File: src/rtl/irq_cause_pkg.sv
package irq_cause_pkg;
  localparam int GROUPS = 3;
  localparam int ADDR_W = 5;
  localparam int OFS_W  = 3;
  localparam int GSEL_W = ADDR_W - OFS_W;

  typedef enum logic [OFS_W-1:0] {
    OFS_CAUSE  = 3'd0,
    OFS_SWSET  = 3'd1,
    OFS_MSET   = 3'd2,
    OFS_MCLR   = 3'd3,
    OFS_MVAL   = 3'd4,
    OFS_MASKED = 3'd5,
    OFS_MODE   = 3'd6
  } grp_ofs_e;

  typedef enum logic [OFS_W-1:0] {
    SUM_PSEUDO = 3'd0,
    SUM_MASK   = 3'd1
  } sum_ofs_e;
endpackage

File: src/rtl/irq_cause_group.sv
module irq_cause_group #(
  parameter int W = 32
) (
  input  logic         clk,
  input  logic         rst,
  input  logic [W-1:0] evt_i,
  input  logic [W-1:0] wdata_i,
  input  logic         we_cause,
  input  logic         we_set,
  input  logic         we_mset,
  input  logic         we_mclr,
  input  logic         we_mode,
  input  logic         re_cause,
  output logic [W-1:0] cause_o,
  output logic [W-1:0] mask_o,
  output logic [W-1:0] mode_o,
  output logic         pend_o
);
  logic [W-1:0] cause_q, mask_q, mode_q;
  logic [W-1:0] clr_bits, set_bits, cause_nxt;

  always_comb begin
    clr_bits  = (re_cause ? mode_q : '0) | (we_cause ? (wdata_i & ~mode_q) : '0);
    set_bits  = evt_i | (we_set ? wdata_i : '0);
    cause_nxt = (cause_q & ~clr_bits) | set_bits;
  end

  always_ff @(posedge clk) begin
    if (rst) begin
      cause_q <= '0;
      mask_q  <= '1;
      mode_q  <= '0;
    end else begin
      cause_q <= cause_nxt;
      if (we_mset)      mask_q <= mask_q | wdata_i;
      else if (we_mclr) mask_q <= mask_q & ~wdata_i;
      if (we_mode)      mode_q <= wdata_i;
    end
  end

  assign cause_o = cause_q;
  assign mask_o  = mask_q;
  assign mode_o  = mode_q;
  assign pend_o  = |(cause_q & ~mask_q);

  p_event_wins_r2: assert property (@(posedge clk) disable iff (rst)
    (|evt_i) |=> ((cause_q & $past(evt_i)) == $past(evt_i)));
  p_w1c_clears_r3: assert property (@(posedge clk) disable iff (rst)
    (we_cause && !we_set) |=> ((cause_q & $past(wdata_i & ~mode_q & ~evt_i)) == '0));
  p_cor_clears_r4: assert property (@(posedge clk) disable iff (rst)
    (re_cause && !we_set) |=> ((cause_q & $past(mode_q & ~evt_i)) == '0));
  p_mask_set_r5: assert property (@(posedge clk) disable iff (rst)
    we_mset |=> ((mask_q & $past(wdata_i)) == $past(wdata_i)));
  p_mask_clr_r5: assert property (@(posedge clk) disable iff (rst)
    (we_mclr && !we_mset) |=> ((mask_q & $past(wdata_i)) == '0));
  p_swset_r6: assert property (@(posedge clk) disable iff (rst)
    we_set |=> ((cause_q & $past(wdata_i)) == $past(wdata_i)));
endmodule

File: src/rtl/irq_cause_summary.sv
module irq_cause_summary #(
  parameter int N = 3
) (
  input  logic         clk,
  input  logic         rst,
  input  logic [N-1:0] pend_i,
  input  logic         re_pseudo,
  input  logic         we_smask,
  input  logic [N-1:0] wdata_i,
  output logic [N-1:0] pseudo_o,
  output logic [N-1:0] smask_o,
  output logic         irq_o
);
  logic [N-1:0] pseudo_q, smask_q;
  logic         irq_q;

  always_ff @(posedge clk) begin
    if (rst) begin
      pseudo_q <= '0;
      smask_q  <= '1;
      irq_q    <= 1'b0;
    end else begin
      pseudo_q <= (re_pseudo ? '0 : pseudo_q) | pend_i;
      if (we_smask) smask_q <= wdata_i;
      irq_q <= |(pseudo_q & ~smask_q);
    end
  end

  assign pseudo_o = pseudo_q;
  assign smask_o  = smask_q;
  assign irq_o    = irq_q;

  p_pend_sets_r8: assert property (@(posedge clk) disable iff (rst)
    (|pend_i) |=> ((pseudo_q & $past(pend_i)) == $past(pend_i)));
  p_read_clears_r8: assert property (@(posedge clk) disable iff (rst)
    re_pseudo |=> (pseudo_q == $past(pend_i)));
  p_smask_gate_r9: assert property (@(posedge clk) disable iff (rst)
    (smask_q == '1) |=> !irq_o);
endmodule

File: src/rtl/irq_cause_ctrl.sv
module irq_cause_ctrl
  import irq_cause_pkg::*;
#(
  parameter int W = 32
) (
  input  logic              clk,
  input  logic              rst,
  input  logic              wr_en,
  input  logic [ADDR_W-1:0] wr_addr,
  input  logic [W-1:0]      wr_data,
  input  logic              rd_en,
  input  logic [ADDR_W-1:0] rd_addr,
  output logic [W-1:0]      rd_data,
  input  logic [W-1:0]      evt_tx,
  input  logic [W-1:0]      evt_rx,
  input  logic [W-1:0]      evt_misc,
  output logic              irq_o
);
  logic [GROUPS-1:0][W-1:0] evt_all;
  logic [W-1:0]             cause [GROUPS];
  logic [W-1:0]             mask  [GROUPS];
  logic [W-1:0]             mode  [GROUPS];
  logic [W-1:0]             grp_rd [GROUPS];
  logic [GROUPS-1:0]        pend;
  logic [GROUPS-1:0]        pseudo, smask;
  logic [GSEL_W-1:0]        wr_grp, rd_grp;
  logic [OFS_W-1:0]         wr_ofs, rd_ofs;
  logic [W-1:0]             rd_mux;

  assign evt_all = {evt_misc, evt_rx, evt_tx};
  assign wr_grp  = wr_addr[ADDR_W-1:OFS_W];
  assign wr_ofs  = wr_addr[OFS_W-1:0];
  assign rd_grp  = rd_addr[ADDR_W-1:OFS_W];
  assign rd_ofs  = rd_addr[OFS_W-1:0];

  for (genvar g = 0; g < GROUPS; g++) begin : g_grp
    logic wr_hit, rd_hit;
    assign wr_hit = wr_en && (wr_grp == GSEL_W'(g));
    assign rd_hit = rd_en && (rd_grp == GSEL_W'(g));

    irq_cause_group #(.W(W)) u_grp (
      .clk      (clk),
      .rst      (rst),
      .evt_i    (evt_all[g]),
      .wdata_i  (wr_data),
      .we_cause (wr_hit && (wr_ofs == OFS_CAUSE)),
      .we_set   (wr_hit && (wr_ofs == OFS_SWSET)),
      .we_mset  (wr_hit && (wr_ofs == OFS_MSET)),
      .we_mclr  (wr_hit && (wr_ofs == OFS_MCLR)),
      .we_mode  (wr_hit && (wr_ofs == OFS_MODE)),
      .re_cause (rd_hit && (rd_ofs == OFS_CAUSE)),
      .cause_o  (cause[g]),
      .mask_o   (mask[g]),
      .mode_o   (mode[g]),
      .pend_o   (pend[g])
    );

    always_comb begin
      case (rd_ofs)
        OFS_CAUSE:  grp_rd[g] = cause[g];
        OFS_MVAL:   grp_rd[g] = mask[g];
        OFS_MASKED: grp_rd[g] = cause[g] & ~mask[g];
        OFS_MODE:   grp_rd[g] = mode[g];
        default:    grp_rd[g] = '0;
      endcase
    end
  end

  irq_cause_summary #(.N(GROUPS)) u_sum (
    .clk       (clk),
    .rst       (rst),
    .pend_i    (pend),
    .re_pseudo (rd_en && (rd_grp == GSEL_W'(GROUPS)) && (rd_ofs == SUM_PSEUDO)),
    .we_smask  (wr_en && (wr_grp == GSEL_W'(GROUPS)) && (wr_ofs == SUM_MASK)),
    .wdata_i   (wr_data[GROUPS-1:0]),
    .pseudo_o  (pseudo),
    .smask_o   (smask),
    .irq_o     (irq_o)
  );

  always_comb begin
    rd_mux = '0;
    for (int g = 0; g < GROUPS; g++)
      if (rd_grp == GSEL_W'(g)) rd_mux = grp_rd[g];
    if (rd_grp == GSEL_W'(GROUPS)) begin
      if (rd_ofs == SUM_PSEUDO)    rd_mux = W'(pseudo);
      else if (rd_ofs == SUM_MASK) rd_mux = W'(smask);
    end
  end

  always_ff @(posedge clk) begin
    if (rst)        rd_data <= '0;
    else if (rd_en) rd_data <= rd_mux;
  end

  p_masked_read_keeps_r7: assert property (@(posedge clk) disable iff (rst)
    (rd_en && (rd_grp == 2'd0) && (rd_ofs == OFS_MASKED) && !wr_en && (evt_tx == '0))
    |=> (cause[0] == $past(cause[0])));
endmodule

File: config.mk
export PLATFORM = sky130hd
export DESIGN_NAME = irq_cause_ctrl
export DESIGN_NICKNAME = d
export VERILOG_FILES = /design/src/rtl/irq_cause_pkg.sv /design/src/rtl/irq_cause_group.sv /design/src/rtl/irq_cause_summary.sv /design/src/rtl/irq_cause_ctrl.sv
export SDC_FILE = /design/constraint.sdc
export NUM_CORES = 1
export LEC_CHECK = 0
export BUFFER_PORTS_ARGS = -buffer_cell sky130_fd_sc_hd__buf_4
export CAP_MARGIN = 40
export CELL_PAD_IN_SITES_DETAIL_PLACEMENT = 0
export CELL_PAD_IN_SITES_GLOBAL_PLACEMENT = 2
export CORE_ASPECT_RATIO = 1.1
export CORE_UTILIZATION = 38
export CTS_CLUSTER_DIAMETER = 50
export DETAILED_ROUTE_END_ITERATION = 12
export MAX_ROUTING_LAYER = met4
export PLACE_DENSITY_LB_ADDON = 0.1
export SYNTH_ARGS = -nofsm -noshare
export SYNTH_HDL_FRONTEND = slang
export SYNTH_HIERARCHICAL = 1
export SYNTH_SLANG_ARGS = --single-unit
File: constraint.sdc
create_clock -name clk -period 3.6 [get_ports clk]
set_input_delay 0 -clock clk [delete_from_list [all_inputs] [get_ports clk]]
set_output_delay 0 -clock clk [all_outputs]
set_load 0.02 [all_outputs]
Yosys cells after proc, flatten, opt, wreduce, memory -nomap -nowiden
Index checks and enable logic that the tools add are counted.
{ "op_classes": {"multipliers": 0, "reduce_logical": 39, "eq_ne": 14, "shifts": 0, "add_sub_neg": 0, "div": 0, "n_lt_le_gt_ge": 0, "bitwise": 37, "mux": 25} }
{ "op_table": {"columns": ["op", "n"], "rows": [
  ["two-way mux 32 bit", 21],
  ["bitwise AND 32 bit", 12],
  ["bitwise OR 32 bit", 12],
  ["case mux 32 bit (4 select lines)", 3],
  ["NOT 32 bit", 10],
  ["OR reduction 32 bit", 3],
  ["logical AND 1 bit", 28],
  ["== test 3 bit (second input constant)", 4],
  ["== test 2 bit (second input constant)", 4],
  ["== test 3 x 1 -> 1 bit (second input constant)", 2],
  ["== test 3 x 2 -> 1 bit (second input constant)", 2],
  ["zero test 3 bit", 2],
  ["nonzero test 2 bit", 3],
  ["== test 2 x 1 -> 1 bit (second input constant)", 2],
  ["zero test 2 bit", 2],
  ["bitwise AND 3 bit", 1],
  ["two-way mux 3 bit", 1],
  ["NOT 3 bit", 1],
  ["bitwise OR 3 bit", 1],
  ["OR reduction 3 bit", 1]
]} }
{ "word_totals": {"memories": 0, "ram_bits": 0, "latchBits": 0, "reg_bits": 327, "rom_bits": 0, "in_bits": 142, "output_inout_bits": 33, "word_cells": 128} }

Logic depth before layout (Yosys ltp)
{ "logic_depth": {"word_depth": 9, "depth_mapped": 9, "depth_no_buf": 6} }

By module
The synthesis kept the hierarchy.
{ "by_module_without_submodules": {"columns": ["mod", "seq_area_each_um2", "area_each_um2", "n_inst", "cells_per_inst"], "rows": [
  ["irq_cause_group", 1921.8, 4023.9, 3, 467],
  ["irq_cause_ctrl", 640.6, 4558.1, 1, 687],
  ["irq_cause_summary", 140.1, 255.2, 1, 26]
]} }

Worst setup path before layout
No wires, ideal clock.
{ "synth_path": {"kind": "input to register", "startpoint": "input rd_addr[2]", "endpoint": "register g_grp[1].u_grp.cause_q[10]", "t_required_ps": 3468, "stages": 9, "n_path_buf": 3, "setup_time_ps": 132, "setup_slack_ps": 1854, "t_arrival_ps": 1614, "path_cell_list": "buf_4 inv_1 buf_1 nand3_1 nor3b_1 clkbuf_1 nand2_1 o211ai_1 a21oi_1"} }
{ "synth_via": {"elab_chain_cells": 7} }
{ "synth_rtl": {"columns": ["item", "line", "rtl"], "rows": [
  ["from (decl)", "irq_cause_ctrl.sv:12", "input logic [ADDR_W-1:0] rd_addr,"],
  ["zero test 3 bit", "irq_cause_ctrl.sv:51", ".re_cause (rd_hit && (rd_ofs == OFS_CAUSE)),"],
  ["logical AND 1 bit", "irq_cause_ctrl.sv:51", null],
  ["two-way mux 32 bit", "irq_cause_group.sv:23", "clr_bits = (re_cause ? mode_q : '0) | (we_cause ? (wdata_i & ~mode_q) : '0);"],
  ["bitwise OR 32 bit", "irq_cause_group.sv:23", null],
  ["NOT 32 bit", "irq_cause_group.sv:25", "cause_nxt = (cause_q & ~clr_bits) | set_bits;"],
  ["bitwise AND 32 bit", "irq_cause_group.sv:25", null],
  ["bitwise OR 32 bit", "irq_cause_group.sv:25", null],
  ["to (signal assigned)", "irq_cause_group.sv:34", "cause_q <= cause_nxt;"],
  ["to (decl)", "irq_cause_group.sv:19", "logic [W-1:0] cause_q, mask_q, mode_q;"]
]} }
No other way between the ends.
A chain may end at the register's enable or synchronous reset.

Worst setup path after layout
{ "layout_path": {"startpoint": "input wr_addr[4]", "endpoint": "register g_grp[0].u_grp.cause_q[18]"} }
{ "layout_via": {"elab_chain_cells": 8, "word_cells_on_any_way": 11, "classes_between": "2 x mux; 5 x bitwise; 4 x reduce/logical"} }
{ "layout_rtl": {"columns": ["item", "line", "rtl"], "rows": [
  ["from (decl)", "irq_cause_ctrl.sv:9", "input logic [ADDR_W-1:0] wr_addr,"],
  ["zero test 2 bit (*)", "irq_cause_ctrl.sv:38", "assign wr_hit = wr_en && (wr_grp == GSEL_W'(g));"],
  ["logical AND 1 bit (*)", "irq_cause_ctrl.sv:38", null],
  ["logical AND 1 bit", "irq_cause_ctrl.sv:46", ".we_cause (wr_hit && (wr_ofs == OFS_CAUSE)),"],
  ["two-way mux 32 bit", "irq_cause_group.sv:23", null],
  ["bitwise OR 32 bit", "irq_cause_group.sv:23", null],
  ["NOT 32 bit", "irq_cause_group.sv:25", null],
  ["bitwise AND 32 bit", "irq_cause_group.sv:25", null],
  ["bitwise OR 32 bit (*)", "irq_cause_group.sv:25", null],
  ["to (signal assigned)", "irq_cause_group.sv:34", null],
  ["to (decl)", "irq_cause_group.sv:19", null]
]} }
Every way passes the cells marked *; elsewhere a longest branch is shown, timed or not.

==> results.toml <==
[logic_synthesis]
ys_async_sr_fraction_pct = 0
avgSynthCellArea_um2 = 7.99
synth.distinct_cells = 47
synth_top_area_cell = "dfxtp_1"
yosys_most_used_dff = "dfxtp_1"
synthTopCellsByArea = "dfxtp_1 (39%), mux2i_1 (9.3%), nand2_1 (8.0%)"
syn_area_mm2 = 0.0169
synth_edf_count = 0
synthCells = 2114
yosysSeqAreaShare_pct = 38.8
yosys_warnings = 6
synthesis.nets = 2256
ys_ff_latch = 327
synth_most_common_cell = "nand2_1"
synth_commonest_cells = "nand2_1 (358), dfxtp_1 (327), a21oi_1 (231), nor2_1 (178), mux2i_1 (157)"
synth_top_area_share_pct = 38.8

[clock_network]
clockBufferDepth = 3
cts_made_buffers = 46
cts_tree = "built"
cts_root_buf = "clkbuf_16"
path_clk_slew_ps = 60
h-tree-depth = 2
worst_skew_pair.late_latency_ps = 590
cts_sinks = 327
post_cts_resized = 0

[global_routing]
grt_pass1_wl_um = 115000
grt_max_degree = 184
grt_usage_pct = 34.8
overflow = 0
grt_pass1_vias = 17800
grt_antenna_before_repair = 1

[routing]
drt-initial-drc-count = 1887
viasPerCell = 5.91
routedWlPerCell_um = 24.7
routed_wl_um = 77700
drtAntennaViolNets = 0
vias = 18600
first_pass_iters = 6
drc_errors = 0

[cells_and_area]
layout.nets = 2684
final.fill_count = 4224
ff_latch_area_mm2 = 0.00655
layout-drive-gt1-share_pct = 12.8
multiInputGateArea_mm2 = 0.00919
antenna_cells = 0
areaGrowthSynthToFinish_pct = 39.4

[hold_path]
min_path_type = "in2reg"

[sta]
setup_tns_ps = 0
fmax_mhz = 357
finalHoldViolations = 0
relSlewSlack_pct = 30.5
drv_slew = 0
finalSetupViolCount = 0
rsz0062_at_grt = "no"
worst_slew_pin_slew_ps = 1040
holdWs_ps = 198
fin_crit_ps = 2800
fin_crit_sh_pct = 77.7
clock_skew_ps = 20.0

[die]
core_region_area_mm2 = 0.0436
rows = 80
die_w_um = 203
pin_count = 175
design.die.area_mm2 = 0.0453
die_y_um = 223
initial_core_util_pct = 38.7

[setup_path]
worstPathArrival_ps = 3330
criticalPathCategory = "in2reg"
worstPathRequired_ps = 4130
cpMaxStageDelayCell = "or3b_2"
crit_path_end_kind = "flip-flop"
critPathMaxFanout = 31
critPathMostFrequentCell = "dlygate4sd3_1"
critPathMaxStageDelay_ps = 580
critPathLaunchType = "input port"
path_cells = "dlygate4sd3_1 -> buf_4 -> or3b_2 -> nor2_2 -> buf_4 -> a21oi_1 -> dlygate4sd3_1 -> a21oi_1 -> dlygate4sd3_1"

[placement]
portBuffers = 174
finalWeightedCongestion = 0.888
hpwl_um = 49000

[status]
outcome = "finished, final reports clean"

[power_and_ir_drop]
switchingPower_w = 0.00269
ir_drop_mv = 0.292
switching_share_pct = 26.1
intPower_w = 0.00763
pwr-share-clk_pct = 49.2
powerDensity_mw_per_mm2 = 438
power.leakage_nw = 8.62
comb_power_share_pct = 13.3
p_seq_share_pct = 37.5

[run]
cap_viol_max_count = 0
## cells by family after synthesis
family	count (synthesis)	synth area share, %
AOI/OAI and AO/OA	760	30.1
and+or+nand+nor	598	14.4
DFF	327	38.8
buffers and inverters	271	7.37
muxes	157	9.31
adders and majority gates	1	0.0593
## timing repair
action	4_1_cts	5_1_grt
hold buffers	322	0
setup buffers	0	0
hold endpoints to repair	306	0
## worst max-delay path, delay by kind of cell
| family | cells | cell delay [ps] |
|---|---|---|
| AO/OA/AOI/OAI | 2 | 300 |
| buffers and inverters | 5 | 2260 |
| AND/OR/NAND/NOR | 2 | 740 |
## layer usage
metal  GRT usage, %  wire (um)  up-vias
met3           2.80       4330      160
met1           44.3      33100     9134
met5              -          0        -
met4           16.3       3580        0
li1               -          -     8585
met2           55.8      36700      752
## power by group through the flow
stage                     Sequential, W  Combinational, W  Clock, W
after global routing            0.00388           0.00146   0.00528
after global placement          0.00394           0.00103         0
after floorplan                 0.00390          0.000516         0
final                           0.00387           0.00138   0.00507
after CTS                       0.00386           0.00135   0.00513
after detailed placement        0.00394           0.00105         0
## cell type report
cell class                      instances  area share (%)
Tap cell                              574            3.05
Timing Repair Buffer                  548            21.3
Clock inverter                         21            1.58
Multi-Input combinational cell       1516            39.0
Inverter                              103            1.64
Sequential cell                       327            27.8
Clock buffer                           61            5.56
## placed cells by master, fill, tap and decap left out, types with 6 or more instances in the layout
master	instances
nand2_1	357
a311o_1	7
clkbuf_1	6
nand3b_1	8
bufinv_16	10
dfxtp_1	327
nor2_1	162
a221o_1	96
o21ai_0	106
o22ai_1	48
nor4_1	12
a31oi_1	62
o21ai_1	10
o311ai_1	8
a21oi_1	231
mux2i_1	157
nand2b_1	6
nor2_2	11
o211ai_1	97
a32o_1	29
buf_4	219
clkbuf_16	47
clkinv_2	6
clkbuf_8	8
dlygate4sd3_1	322
inv_1	101
o311ai_0	21
a211oi_1	31
## through the flow
stage | cell area (um^2) | std cells | utilization (%) | power, W | setup WS (ps)
4_1_cts | 23500 | 3150 | 53.9 | 0.0103 | 884
5_1_grt | 23500 | 3150 | 53.9 | 0.0106 | 699
6_report | 23500 | 3150 | 53.9 | 0.0103 | 801
2_1_floorplan | 16900 | 2114 | - | 0.00441 | 1850
3_5_place_dp | 18600 | 2746 | 42.7 | 0.00499 | 1250
3_3_place_gp | 18600 | 2743 | 42.5 | 0.00497 | 1200
## worst paths after layout
check / start / to / slack [ps] / depth (start not counted)
hold / removal: wr_addr[0] / u_sum/smask_o[0] / 200 / 5
setup / recovery: wr_addr[4] / g_grp[0].u_grp/cause_o[18] / 800 / 9
hold reg to reg: rd_data[31] / rd_data[31] / 480 / 1
setup reg to reg: flip-flop / u_sum/pseudo_o[2] / 1900 / 5
No activity file was read; power rests on OpenSTA's default activity.
